<file path="src/rtl/hp_pkg.sv">
// Shared constants and types for the processor hotplug register window.
// Assumes a 4-bit byte offset and right-aligned write data.
package hp_pkg;
    localparam logic [3:0] OFF_SEL  = 4'h0;
    localparam logic [3:0] OFF_CTL  = 4'h4;
    localparam logic [3:0] OFF_CMD  = 4'h5;
    localparam logic [3:0] OFF_DATA = 4'h8;

    localparam int ID_W = 64;

    // Status byte bit positions
    localparam int ST_EN   = 0;
    localparam int ST_INS  = 1;
    localparam int ST_REM  = 2;
    localparam int ST_FWEJ = 4;

    // Control byte bit positions
    localparam int CT_CLR_INS = 1;
    localparam int CT_CLR_REM = 2;
    localparam int CT_EJECT   = 3;
    localparam int CT_FWEJ    = 4;

    typedef enum logic [1:0] {
        CMD_SCAN   = 2'd0,
        CMD_OST_EV = 2'd1,
        CMD_OST_ST = 2'd2,
        CMD_GET_ID = 2'd3
    } cmd_e;
endpackage

</file>
<file path="src/rtl/hp_cell.sv">
// Per-processor flag cell: enabled, insert, remove, firmware eject request.
// Assumes ctl_we_i is already qualified by selector validity and match.
module hp_cell
    import hp_pkg::*;
(
    input  logic       clk,
    input  logic       rst_n,
    input  logic       add_i,
    input  logic       rem_i,
    input  logic       ctl_we_i,
    input  logic [7:0] ctl_i,
    output logic       en_o,
    output logic       ins_o,
    output logic       rem_o,
    output logic       fwej_o,
    output logic       eject_o
);
    logic clr_ins, clr_rem, set_fw, do_ej;

    // Decode the control byte for this cell
    always_comb begin
        clr_ins = ctl_we_i & ctl_i[CT_CLR_INS];
        clr_rem = ctl_we_i & ctl_i[CT_CLR_REM];
        set_fw  = ctl_we_i & ctl_i[CT_FWEJ];
        do_ej   = ctl_we_i & ctl_i[CT_EJECT];
    end

    // Flag state: requests win over clears, eject clears the firmware request
    always_ff @(posedge clk) begin
        if (!rst_n) begin
            en_o    <= 1'b0;
            ins_o   <= 1'b0;
            rem_o   <= 1'b0;
            fwej_o  <= 1'b0;
            eject_o <= 1'b0;
        end else begin
            en_o    <= en_o | add_i;
            ins_o   <= add_i | (ins_o & ~clr_ins);
            rem_o   <= rem_i | (rem_o & ~clr_rem);
            fwej_o  <= (fwej_o | set_fw) & ~do_ej;
            eject_o <= do_ej;
        end
    end
endmodule

</file>
<file path="src/rtl/hp_scan.sv">
// Lowest-index search over the pending-event vector, purely combinational.
// Assumes IW is wide enough to index N entries.
module hp_scan #(
    parameter int N  = 8,
    parameter int IW = 3
) (
    input  logic [N-1:0]  pend_i,
    output logic          found_o,
    output logic [IW-1:0] idx_o
);
    // Walk from the top down so the lowest set index is left last
    always_comb begin
        found_o = |pend_i;
        idx_o   = '0;
        for (int i = N - 1; i >= 0; i--) begin
            if (pend_i[i]) idx_o = IW'(i);
        end
    end
endmodule

</file>
<file path="src/rtl/hp_regwin.sv">
// Processor hotplug register window: selector, command, data ports and
// per-processor flags. Assumes one access per cycle with a write strobe
// and a combinational read on bus_addr. The selector has no reset by
// design: it starts at zero at power-up and survives rst_n.
module hp_regwin
    import hp_pkg::*;
#(
    parameter int NCPU = 8
) (
    input  logic                 clk,
    input  logic                 rst_n,
    input  logic                 bus_wr,
    input  logic [3:0]           bus_addr,
    input  logic [31:0]          bus_wdata,
    output logic [31:0]          bus_rdata,
    input  logic [NCPU-1:0]      add_req,
    input  logic [NCPU-1:0]      rem_req,
    input  logic [ID_W*NCPU-1:0] cpu_id,
    output logic [NCPU-1:0]      eject_pulse,
    output logic [31:0]          ost_event,
    output logic [31:0]          ost_status,
    output logic                 ost_notify
);
    localparam int IW = (NCPU > 1) ? $clog2(NCPU) : 1;

    logic [31:0]     sel_q = '0;
    cmd_e            cmd_q;
    logic            sel_valid;
    logic [IW-1:0]   sel_idx;
    logic            wr_sel, wr_ctl, wr_cmd, wr_data;
    logic [NCPU-1:0] en_vec, ins_vec, rem_vec, fwej_vec, pend;
    logic            scan_found;
    logic [IW-1:0]   scan_idx;
    logic [ID_W-1:0] ids [NCPU];
    logic [ID_W-1:0] id_sel;
    logic [7:0]      stat_byte;

    // Selector range check and write decode
    always_comb begin
        sel_valid = sel_q < 32'(NCPU);
        sel_idx   = sel_q[IW-1:0];
        wr_sel    = bus_wr && (bus_addr == OFF_SEL);
        wr_ctl    = bus_wr && (bus_addr == OFF_CTL)  && sel_valid;
        wr_cmd    = bus_wr && (bus_addr == OFF_CMD)  && sel_valid;
        wr_data   = bus_wr && (bus_addr == OFF_DATA) && sel_valid;
    end

    // One flag cell per processor, plus its unpacked ID slice
    for (genvar g = 0; g < NCPU; g++) begin : g_cell
        hp_cell u_cell (
            .clk      (clk),
            .rst_n    (rst_n),
            .add_i    (add_req[g]),
            .rem_i    (rem_req[g]),
            .ctl_we_i (wr_ctl && (sel_idx == IW'(g))),
            .ctl_i    (bus_wdata[7:0]),
            .en_o     (en_vec[g]),
            .ins_o    (ins_vec[g]),
            .rem_o    (rem_vec[g]),
            .fwej_o   (fwej_vec[g]),
            .eject_o  (eject_pulse[g])
        );
        assign ids[g] = cpu_id[g*ID_W +: ID_W];
    end

    assign pend = ins_vec | rem_vec;

    hp_scan #(.N(NCPU), .IW(IW)) u_scan (
        .pend_i  (pend),
        .found_o (scan_found),
        .idx_o   (scan_idx)
    );

    // Selector: direct write, or move onto the search result under command 0
    always_ff @(posedge clk) begin
        if (wr_sel)
            sel_q <= bus_wdata;
        else if (wr_cmd && (bus_wdata[7:0] == 8'd0) && scan_found)
            sel_q <= 32'(scan_idx);
    end

    // Command register: only defined command values are accepted
    always_ff @(posedge clk) begin
        if (!rst_n)
            cmd_q <= CMD_SCAN;
        else if (wr_cmd && (bus_wdata[7:0] < 8'd4))
            cmd_q <= cmd_e'(bus_wdata[1:0]);
    end

    // Status-report registers and notify pulse
    always_ff @(posedge clk) begin
        if (!rst_n) begin
            ost_event  <= '0;
            ost_status <= '0;
            ost_notify <= 1'b0;
        end else begin
            ost_notify <= wr_data && (cmd_q == CMD_OST_ST);
            if (wr_data && (cmd_q == CMD_OST_EV)) ost_event  <= bus_wdata;
            if (wr_data && (cmd_q == CMD_OST_ST)) ost_status <= bus_wdata;
        end
    end

    // Gather the selected processor's ID and status byte
    always_comb begin
        id_sel    = sel_valid ? ids[sel_idx] : '0;
        stat_byte = '0;
        if (sel_valid) begin
            stat_byte[ST_EN]   = en_vec[sel_idx];
            stat_byte[ST_INS]  = ins_vec[sel_idx];
            stat_byte[ST_REM]  = rem_vec[sel_idx];
            stat_byte[ST_FWEJ] = fwej_vec[sel_idx];
        end
    end

    // Read mux: the whole window reads zero while the selector is invalid
    always_comb begin
        bus_rdata = '0;
        if (sel_valid) begin
            case (bus_addr)
                OFF_SEL:  if (cmd_q == CMD_GET_ID) bus_rdata = id_sel[63:32];
                OFF_CTL:  bus_rdata = {24'd0, stat_byte};
                OFF_DATA: begin
                    if (cmd_q == CMD_SCAN)        bus_rdata = sel_q;
                    else if (cmd_q == CMD_GET_ID) bus_rdata = id_sel[31:0];
                end
                default:  bus_rdata = '0;
            endcase
        end
    end
endmodule

</file>
<file path="config.mk">
export PLATFORM = sky130hd
export DESIGN_NAME = hp_regwin
export DESIGN_NICKNAME = d
export VERILOG_FILES = /design/src/rtl/hp_pkg.sv /design/src/rtl/hp_cell.sv /design/src/rtl/hp_scan.sv /design/src/rtl/hp_regwin.sv
export SDC_FILE = /design/constraint.sdc
export NUM_CORES = 1
export LEC_CHECK = 0
export ABC_AREA = 1
export BUFFER_PORTS_ARGS = -buffer_cell sky130_fd_sc_hd__buf_2
export CORE_AREA = 3 3 258 260
export CTS_BUF_LIST = sky130_fd_sc_hd__clkbuf_4
export CTS_CLUSTER_SIZE = 14
export DETAILED_ROUTE_END_ITERATION = 8
export DIE_AREA = 0 0 261 263
export MAX_ROUTING_LAYER = met4
export SKIP_LAST_GASP = 1
export SYNTH_ARGS = -nofsm -noshare
export SYNTH_HDL_FRONTEND = slang
export SYNTH_SLANG_ARGS = --single-unit
</file>
<file path="constraint.sdc">
create_clock -name clk -period 6.7 [get_ports clk]
set_input_delay 2.01 -clock clk [delete_from_list [all_inputs] [get_ports clk]]
set_output_delay 2.01 -clock clk [all_outputs]
set_load 0.005 [all_outputs]
</file>
# Word-level counts from Yosys, hierarchy flattened
# Index checks and enable logic that the tools add are counted.
[op_classes] order_cmp=4 n_eq_ne=13 n_bitwise=114 reduce_logical=26 muxes=26
[op_table] cell="$bmux 64 s3" n=1
[op_table] cell="$mux 32" n=6
[op_table] cell="$mux 64" n=2
[op_table] cell="$pmux 32 s3" n=1
[op_table] cell="$and 1x1->1" n=56
[op_table] cell="$lt 32x4->1 const B" n=1
[op_table] cell="$or 1x1->1" n=32
[op_table] cell="$mux 3" n=8
[op_table] cell="$not 1->1" n=24
[op_table] cell="$logic_and 1x1->1" n=20
[op_table] cell="$bmux 1 s3" n=4
[op_table] cell="$eq 3x3->1 const B" n=4
[op_table] cell="$eq 4x3->1 const B" n=2
[op_table] cell="$logic_not 8->1" n=1
[op_table] cell="$lt 8x3->1 const B" n=1
[op_table] cell="$or 8x8->8" n=1
[op_table] cell="$reduce_or 8->1" n=1
[op_table] cell="$eq 3x2->1 const B" n=2
[op_table] cell="$eq 2x2->1 const B" n=2
[op_table] cell="$eq 4x4->1 const B" n=1
[op_table] cell="$ge 4x4->1 const B" n=1
[op_table] cell="$logic_not 4->1" n=1
[op_table] cell="$lt 3x4->1 const B" n=1
[op_table] cell="$mux 1" n=4
[op_table] cell="6 further kinds" n=6
[totals] output_inout_bits=105 register_bits=139

# Logic depth before layout (Yosys ltp)
[logic_depth] depth_word=11 ltp_mapped=12

# Modules after synthesis
# A second synthesis with hierarchy kept.
[hier_totals] hier_cells=2172 area_unflattened_um2=11661.2
[by_module_without_submodules] mod="hp_regwin" seq_area_each_um2=2302.2 n_inst=1 cells_each=1982 area_per_inst_um2=10221.1
[by_module_without_submodules] mod="hp_cell" seq_area_each_um2=100.1 n_inst=8 cells_each=21 area_per_inst_um2=167.7
[by_module_without_submodules] mod="hp_scan" seq_area_each_um2=0.0 n_inst=1 cells_each=22 area_per_inst_um2=98.8

# Worst setup path before layout
# OpenSTA, ideal clock, no wires.
[synth_timing] kind="in2reg" startpoint="input port bus_addr[2]" endpoint="register sel_q[0], enable pin" setup_ns=0.466 slack_ns=1.377 arrival_ns=4.858 t_required_ns=6.234 path_stages=6 path_cell_list="inv_1 nor2_1 nand4_1 nor3_1 nand4_1 o21ai_0"
[synth_between] elab_chain_len=6 word_cells_on_any_way=8 classes_between="1 x eq/ne; 7 x reduce/logical"
[synth_lines] item="start: declaration" line_no="hp_regwin.sv:13" text="input logic [3:0] bus_addr,"
[synth_lines] item="$eq 4x3->1" line_no="hp_regwin.sv:44" text="wr_cmd = bus_wr && (bus_addr == OFF_CMD) && sel_valid;"
[synth_lines] item="$logic_and 1x1->1 (2 in a row)" line_no="hp_regwin.sv:44"
[synth_lines] item="$logic_and 1x1->1 (2 in a row)" line_no="hp_regwin.sv:78" text="else if (wr_cmd && (bus_wdata[7:0] == 8'd0) && scan_found)"
[synth_lines] item="$reduce_bool 2->1 (no source line) (*)"
[synth_lines] item="end signal: assignment" line_no="hp_regwin.sv:77" text="sel_q <= bus_wdata;"
[synth_lines] item="end signal: assignment" line_no="hp_regwin.sv:79" text="sel_q <= 32'(scan_idx);"
[synth_lines] item="end: declaration" line_no="hp_regwin.sv:26" text="logic [31:0] sel_q = '0;"
# Mark *: on every way between the ends. The rest lies on a longest branch, timed or not.
# A chain may end at the register's enable or synchronous reset.

# Worst setup path in the final report
[layout_timing] startpoint="input port bus_addr[3]" endpoint="output port bus_rdata[13]"
[layout_between] elab_chain_len=3 word_cells_on_any_way=5 classes_between="2 x eq/ne; 2 x mux; 1 x reduce/logical"
[layout_lines] item="$eq 4x4->1, or another cell as far along" line_no="hp_regwin.sv:119" text="case (bus_addr)"
[layout_lines] item="$pmux 32 s3 (*)" line_no="hp_regwin.sv:119"
[layout_lines] item="$mux 32 (*)" line_no="hp_regwin.sv:118" text="if (sel_valid) begin"
[layout_lines] item="end: declaration" line_no="hp_regwin.sv:15" text="output logic [31:0] bus_rdata,"
# Marked as above.

==> impl_metrics.json <==
{
  "status": "complete, no violations",
  "r2r_start": "sel_q[0]",
  "synth_warnings": 0,
  "cap_violations": 0,
  "crit_fanout": 33,
  "maxSlewViolCount": 0,
  "drtPass1Iterations": 8,
  "cts_sinks": 139,
  "hpwl_microns": 66870,
  "critPathKind": "input pin to primary output",
  "r2r_cells": 7,
  "reg2reg_to": "g_cell[0].u_cell.fwej_o",
  "floorplan.initialDensity_pct": 17.48,
  "placed_cell_area_sq_mm": 0.01526,
  "post_cts_buffers": 0,
  "post_cts_resized": 0,
  "yosys-top-cells-area": "nand2_1, dfxtp_1, edfxtp_1, nor2_1, nand3_1",
  "p_per_area_mw_per_mm2": 120.4,
  "dieArea_sq_mm": 0.06864,
  "syn_inst": 2082,
  "drc": 0,
  "syn_to_final_growth_pct": 38.78,
  "grt_pass1_vias": 14650,
  "final_core_util_pct": 24.26,
  "cts_hold_buf": 0,
  "power_frac_comb_pct": 21.1,
  "holdPathStages": 2,
  "die_x_microns": 261,
  "max_slew.worst_pin.slew_ps": 1094,
  "io_pins": 672,
  "multi_input_area_sq_mm": 0.006789,
  "hold_viol": 0,
  "hold_start": "g_cell[2].u_cell.fwej_o",
  "wl_per_cell_microns": 22.94,
  "clk_pin_slew_ps": 110,
  "postRouteAntennaNets": 0,
  "grt_pass1_wl_microns": 110400,
  "synth_top_area_share_pct": 32.64,
  "vdd_drop_max_mv": 0.1004,
  "hold_ws_ps": 455.5,
  "netSwitchingFraction_pct": 30.00,
  "core_area_sq_mm": 0.06435,
  "drt_iter0_markers": 1464,
  "drive_gt1_share_pct": 27.98,
  "fin_skew_ps": 28.54,
  "grtUsageTotal_pct": 23.26,
  "regArea_sq_mm": 0.003103,
  "hold_path_class": "register to register",
  "htree_levels": 4,
  "critPathLaunchType": "input pin",
  "rows": 93,
  "setup_viol": 0,
  "tns_ps": 0,
  "grt_overflow": 0,
  "p_clk_share_pct": 32.2,
  "min_to": "g_cell[2].u_cell.fwej_o",
  "crit_arrival_ps": 4050,
  "clk-insertion-delay-late_ps": 590,
  "period_minus_slack_ps": 6061,
  "p_int_uw": 1315,
  "ys_ff_latch": 139,
  "port_buffers": 671,
  "numCtsBuffers": 17,
  "gp_congestion": 0.9264,
  "end_kind": "primary output",
  "vias": 15600,
  "grt_antenna_before_repair": 30,
  "rsz0062_at_grt": "no",
  "cp.required_ps": 4690,
  "finalCritPeriodShare_pct": 90.46,
  "vias_per_cell": 4.409,
  "syn_area_sq_mm": 0.01125,
  "wirelength_microns": 81150,
  "fillers": 7530,
  "power.share.sequential_pct": 46.7,
  "cts_tree": "done",
  "syn_nets": 2649,
  "p_sw_uw": 563.7,
  "clockBufferDepth": 2,
  "synth_area_leader_cell": "nand2_1",
  "clock.fmax_ghz": 0.1650,
  "relSlewSlack_pct": 26.81,
  "cts-root-buf": "clkbuf_4",
  "syn_avg_cell_area_sq_um": 5.403,
  "final_nets": 3220,
  "fin_area_sq_mm": 0.01561,
  "grt_max_degree": 99,
  "power_leakage_uw": 0.008446,
  "r2r_setup_slack_ps": 3650,
  "seq_area_frac_synth_pct": 27.59,
  "synth_cell_types": 26,
  "die_y_microns": 263
}
-- layout make-up --
class	count	area share (%)
Inverter	178	4.304
Clock buffer	21	1.010
Sequential cell	139	19.88
Clock inverter	11	0.9298
Multi-Input combinational cell	1618	43.49
Timing Repair Buffer	699	23.26
Tap cell	855	6.853
Antenna cell	17	0.2725
-- logic make-up after synthesis --
logic type	synth area share (%)
AOI/OAI and AO/OA	6.329
buffers and inverters	12.45
DFF	27.59
and+or+nand+nor	53.64
-- power groups by stage --
| stage | Combinational [uW] | Sequential, uW | Clock (uW) |
|---|---|---|---|
| floorplan | 135 | 892 | 0 |
| global route | 437 | 879 | 652 |
| CTS | 399 | 878 | 621 |
| detailed placement | 396 | 896 | 0 |
| finish | 396 | 878 | 606 |
| global placement | 396 | 896 | 0 |
-- synth_stat cells, drive strengths merged --
master	count
nor2	247
nand4	101
clkbuf	47
nand3b	2
a22oi	1
a31oi	1
dfxtp	107
nor3	3
buf	100
a21oi	132
inv	178
o21ai	6
nand3	143
o31ai	1
edfxtp	32
nor4	1
nand2	980
-- flip-flops by register name, summed over array words and instances, names as in the netlist --
name,count
g_cell.u_cell.en_o,8
g_cell.u_cell.rem_o,8
ost_status,32
ost_notify,1
sel_q,32
g_cell.u_cell.eject_o,8
g_cell.u_cell.ins_o,8
ost_event,32
g_cell.u_cell.fwej_o,8
cmd_q,2
-- how the worst max path moves through the flow --
stage	startpoint	endpoint	slack, ps
6_report	bus_addr[3]	bus_rdata[13]	640
5_1_grt	bus_addr[3]	bus_rdata[12]	400
4_1_cts	bus_addr[3]	bus_rdata[12]	480
3_5_place_dp	bus_addr[3]	bus_rdata[12]	490
3_3_place_gp	bus_addr[3]	bus_rdata[12]	570
2_1_floorplan	bus_addr[2]	sel_q[0]	1380
-- layout by cell type (no fill, tap or decap), drive strengths merged --
cell type  instances
nand2            980
bufinv             3
inv              179
clkinvlp           1
o21ai              6
nor2             247
nand3b             2
nor3               3
o31ai              1
a31oi              1
nand4            101
clkbuf            21
buf              699
clkinv             6
a22oi              1
diode             17
edfxtp            32
dfxtp            107
nor4               1
a21oi            132
nand3            143
-- layer usage --
metal	global-route usage (%)	vias up	part of all wire [%]
met5	-	-	0
met3	3.858	76	7.1
met1	30.05	7139	44
li1	-	7647	-
met4	5.199	0	1.8
met2	38.04	738	47
-- metrics by stage --
stage          std cells  setup WS, ps  total power (uW)
2_1_floorplan       2082          1377              1027
3_3_place_gp        3489         567.1              1292
3_5_place_dp        3489         485.1              1293
4_1_cts             3521         480.1              1897
5_1_grt             3537         403.1              1969
6_report            3538         639.3              1879
-- critical path, stage by stage --
cell and delay (ps):
buf_2 130, nor4_4 250, buf_4 520, nand3_1 400, nand2_1 290, nand2_1 70
a21oi_1 180, buf_2 150
Power figures use the tool's default switching activity.
